[config.mk]
export PLATFORM = sky130hd
export DESIGN_NAME = trig_combiner
export DESIGN_NICKNAME = d
export VERILOG_FILES = /design/src/rtl/trig_comb_pkg.sv /design/src/rtl/tc_pipe_reg.sv /design/src/rtl/tc_group_or.sv /design/src/rtl/tc_combine_net.sv /design/src/rtl/trig_combiner.sv
export SDC_FILE = /design/constraint.sdc
export NUM_CORES = 1
export LEC_CHECK = 0
export BUFFER_PORTS_ARGS = -buffer_cell sky130_fd_sc_hd__buf_4
export CORE_ASPECT_RATIO = 0.5
export CORE_MARGIN = 2
export CORE_UTILIZATION = 45
export CTS_CLUSTER_SIZE = 25
export DETAILED_ROUTE_END_ITERATION = 12
export PLACE_DENSITY = 0.73
export SLEW_MARGIN = 10
export SYNTH_ARGS = -nofsm -noshare
export SYNTH_HDL_FRONTEND = slang
export SYNTH_SLANG_ARGS = --single-unit
[constraint.sdc]
create_clock -name clk_i -period 4.3 [get_ports clk_i]
set_clock_uncertainty 0.05 [all_clocks]
set_input_delay 0.645 -clock clk_i [delete_from_list [all_inputs] [get_ports clk_i]]
set_output_delay 0.645 -clock clk_i [all_outputs]
set_load 0.02 [all_outputs]
[src/rtl/trig_comb_pkg.sv]
package trig_comb_pkg;
    parameter int NUM_GRP = 4;
    parameter int GRP_W   = 16;
    parameter int NUM_FN  = 12;

    localparam int HIT_W = NUM_GRP * GRP_W;

    // Result bit positions on the trigger bus
    localparam int IX_A      = 0;
    localparam int IX_B      = 1;
    localparam int IX_C      = 2;
    localparam int IX_D      = 3;
    localparam int IX_AB_OR  = 4;
    localparam int IX_CD_OR  = 5;
    localparam int IX_AB_AND = 6;
    localparam int IX_CD_AND = 7;
    localparam int IX_AC_OR  = 8;
    localparam int IX_BD_OR  = 9;
    localparam int IX_ANY    = 10;
    localparam int IX_ALL    = 11;
endpackage

[src/rtl/tc_pipe_reg.sv]
module tc_pipe_reg #(
    parameter int W = 8
) (
    input  logic         clk_i,
    input  logic         rst_i,
    input  logic [W-1:0] d_i,
    output logic [W-1:0] q_o
);
    always_ff @(posedge clk_i) begin
        if (rst_i) begin
            q_o <= '0;
        end else begin
            q_o <= d_i;
        end
    end
endmodule

[src/rtl/tc_group_or.sv]
module tc_group_or #(
    parameter int NG = 4,
    parameter int GW = 16
) (
    input  logic [NG*GW-1:0] hit_i,
    output logic [NG-1:0]    grp_o
);
    for (genvar g = 0; g < NG; g++) begin : g_grp
        assign grp_o[g] = |hit_i[g*GW +: GW];
    end
endmodule

[src/rtl/tc_combine_net.sv]
module tc_combine_net
    import trig_comb_pkg::*;
(
    input  logic [NUM_GRP-1:0] grp_i,
    output logic [NUM_FN-1:0]  fn_o
);
    logic a, b, c, d;

    assign a = grp_i[0];
    assign b = grp_i[1];
    assign c = grp_i[2];
    assign d = grp_i[3];

    always_comb begin
        fn_o            = '0;
        fn_o[IX_A]      = a;
        fn_o[IX_B]      = b;
        fn_o[IX_C]      = c;
        fn_o[IX_D]      = d;
        fn_o[IX_AB_OR]  = a | b;
        fn_o[IX_CD_OR]  = c | d;
        fn_o[IX_AB_AND] = a & b;
        fn_o[IX_CD_AND] = c & d;
        fn_o[IX_AC_OR]  = a | c;
        fn_o[IX_BD_OR]  = b | d;
        fn_o[IX_ANY]    = |grp_i;
        fn_o[IX_ALL]    = &grp_i;
    end
endmodule

[src/rtl/trig_combiner.sv]
module trig_combiner
    import trig_comb_pkg::*;
(
    input  logic              clk_i,
    input  logic              rst_i,
    input  logic [HIT_W-1:0]  hit_i,
    output logic [NUM_FN-1:0] trig_o
);
    logic [HIT_W-1:0]   hit_q;
    logic [NUM_GRP-1:0] grp_act;
    logic [NUM_FN-1:0]  fn_comb;

    // Stage 1: capture hits
    tc_pipe_reg #(.W(HIT_W)) u_in_stage (
        .clk_i (clk_i),
        .rst_i (rst_i),
        .d_i   (hit_i),
        .q_o   (hit_q)
    );

    tc_group_or #(.NG(NUM_GRP), .GW(GRP_W)) u_group_or (
        .hit_i (hit_q),
        .grp_o (grp_act)
    );

    tc_combine_net u_combine (
        .grp_i (grp_act),
        .fn_o  (fn_comb)
    );

    // Stage 2: align all results on one edge
    tc_pipe_reg #(.W(NUM_FN)) u_out_stage (
        .clk_i (clk_i),
        .rst_i (rst_i),
        .d_i   (fn_comb),
        .q_o   (trig_o)
    );
endmodule

==> impl_results.md <==
- Worst setup EP type: flip-flop
- Syn Nets: 244
- Slew headroom: 0.584
- Final Wtd Congestion: 0.724
- Leakage: 1.34 nW
- Htree depth: 3
- I/O pin count: 78
- Clock Path Buffers: 2
- Port bufs: 77
- Fillers: 405
- Via density: 4.32
- Cts hold-fix bufs: 0
- Final total power: 0.00156 W
- Setup tns final: 0 ns
- Core area: 4910 sq um
- Worst-margin pin slew: 0.624 ns
- Antenna violations before repair: 0
- Wirelength, routed: 3.87 mm
- Sink Count: 76
- Slowest CP cell: or4_1
- Min-delay worst type: input port to flip-flop
- Syn Std Cell Area: 2280 sq um
- CP Cell Sequence: buf_4 > a41oi_1 > or4_1
- Vias in the first global route: 1285
- Tmin final: 1.76 ns
- Iter 0 DRT Violations: 54
- Starting Density: 0.465
- Nets@finish: 325
- CP required: 4.45 ns
- Post-synthesis cell count: 178
- Final hold vios: 0
- Worst-path clk slew: 0.07 ns
- Via count: 1442
- Syn_area_per_cell: 12.8 sq um
- Routed WL per cell: 11.6 um
- Yosys reg bits: 76
- Hold Slack: 0.468 ns
- Critical path arrival: 1.91 ns
- Kind of cell adding the most delay to the critical path: simple AND/OR/NAND/NOR gates
- Global-route usage over all layers: 0.140
- Critical path type: input port to flip-flop
- WP buf/inv: 1
- Count of different cell masters after synthesis: 14
- # rows: 18
- Area grow syn2layout: 39.8%
- HPWL Detailed: 2.81 mm
- # diodes: 0
- Status: completed
- Largest net degree at the start of global routing: 69
- Final Cycle Share: 0.409
- DIE HEIGHT: 54.4 um
- Worst setup SP type: input port
- ANT nets after route: 0
- Post-CTS sizing: 0
- CTS buffer count: 9
- Final setup vio count: 0
- Gr ovfl total: 0
- Synth Warn #: 0
- Share of layout cells above drive strength 1: 0.390
- First-pass GRT wire length: 5.80 mm
- DRT Pass-1 Iters: 4
- Final instance area: 3190 sq um
- Max FO, Critical Path: 68
- Worst-skew pair later-pin latency: 0.33 ns
- Max-Cap Viols: 0
- Post-CTS Setup Bufs: 0
- PwrDens: 490 nW/um^2
- Peak supply drop: 204 uV
- CTS tree: yes
- CP peak stage delay: 0.53 ns
- Post-DP Area: 2920 sq um
- DIE AREA: 5690 sq um
- DRC errors left: 0
- CTS root buf: clkbuf_8
- Die Width: 105 um
- Max Clk Rate: 569 MHz
- RSZ-0062 raised after global routing: no
- Pins Over Slew Limit: 0
- Sequential area share after synthesis: 0.667
state kept, by name, indices dropped and copies added (netlist names):
register	count
u_in_stage.q_o	64
u_out_stage.q_o	12
final timing paths:
| path | start | to | slack, ns | cells after the start |
|---|---|---|---|---|
| max | rst_i | u_out_stage.q_o[10] | 2.54 | 3 |
| min | hit_i[63] | u_in_stage.q_o[63] | 0.47 | 2 |
| max reg2reg | u_in_stage.q_o[1] | u_out_stage.q_o[10] | 2.61 | 3 |
| min reg2reg | u_in_stage.q_o[22] | u_out_stage.q_o[1] | 0.54 | 2 |
per-stage QoR:
step	cells	utilization	setup WS [ns]
final	334	0.650	2.54
after global routing	334	0.650	2.40
after CTS	334	0.650	2.53
after detailed placement	318	0.595	2.18
after global placement	318	0.595	2.25
after floorplan	178	-	2.86
final cells by class:
| cell class | count | area (sq um) | area share |
|---|---|---|---|
| flip-flops and latches | 76 | 1520 | 0.477 |
| multi-input cells | 95 | 734 | 0.230 |
| repair buffers | 77 | 578 | 0.181 |
| clock buffers | 13 | 179 | 0.0561 |
| clock inverters | 3 | 90.1 | 0.0282 |
| well taps | 70 | 87.6 | 0.0275 |
synth_stat cells (all sizes together):
cell / count / area [sq um]
dfxtp: 76 / 1520
and4: 1 / 8.76
buf: 1 / 3.75
and2: 2 / 12.5
nor2b: 64 / 400
clkbuf: 6 / 22.5
or4: 1 / 7.51
nand4: 3 / 18.8
a41oi: 4 / 50.1
nor4: 16 / 211
or2: 4 / 25.0
per-layer routing:
metal,share of wire,routed length (um),vias up,GRT usage
li1,-,-,748,-
met1,0.44,1690,649,0.155
met2,0.48,1860,38,0.237
met4,0.017,66,0,0.0800
met5,0,0,-,0
met3,0.066,255,7,0.0595
kinds of logic after synthesis:
kind of cell    Yosys count  synth area share
simple gates             91             0.300
flops                    76             0.667
buf+inv                   7            0.0115
compound gates            4            0.0219
placed cells by master (no fill, tap or decap):
| cell type | netlist | final |
|---|---|---|
| and2_1 | 2 | 2 |
| clkbuf_8 | 0 | 13 |
| buf_4 | 0 | 77 |
| bufinv_16 | 0 | 3 |
| nor4_1 | 8 | 8 |
| and4_1 | 1 | 1 |
| or4_1 | 1 | 1 |
| or2_1 | 4 | 4 |
| nor4_4 | 7 | 7 |
| dfxtp_1 | 76 | 76 |
| nor2b_1 | 64 | 64 |
| nor4_2 | 1 | 1 |
| nand4_1 | 3 | 3 |
| a41oi_2 | 2 | 2 |
| a41oi_1 | 2 | 2 |
power breakdown:
| part | switching, W | total [W] | leakage [nW] | internal [W] |
|---|---|---|---|---|
| logic | 0.0000440 | 0.000119 | 0.571 | 0.0000747 |
| registers | 0.0000178 | 0.000760 | 0.634 | 0.000743 |
| clock network | 0.000235 | 0.000684 | 0.136 | 0.000449 |
No activity file was read; power rests on OpenSTA's default activity.
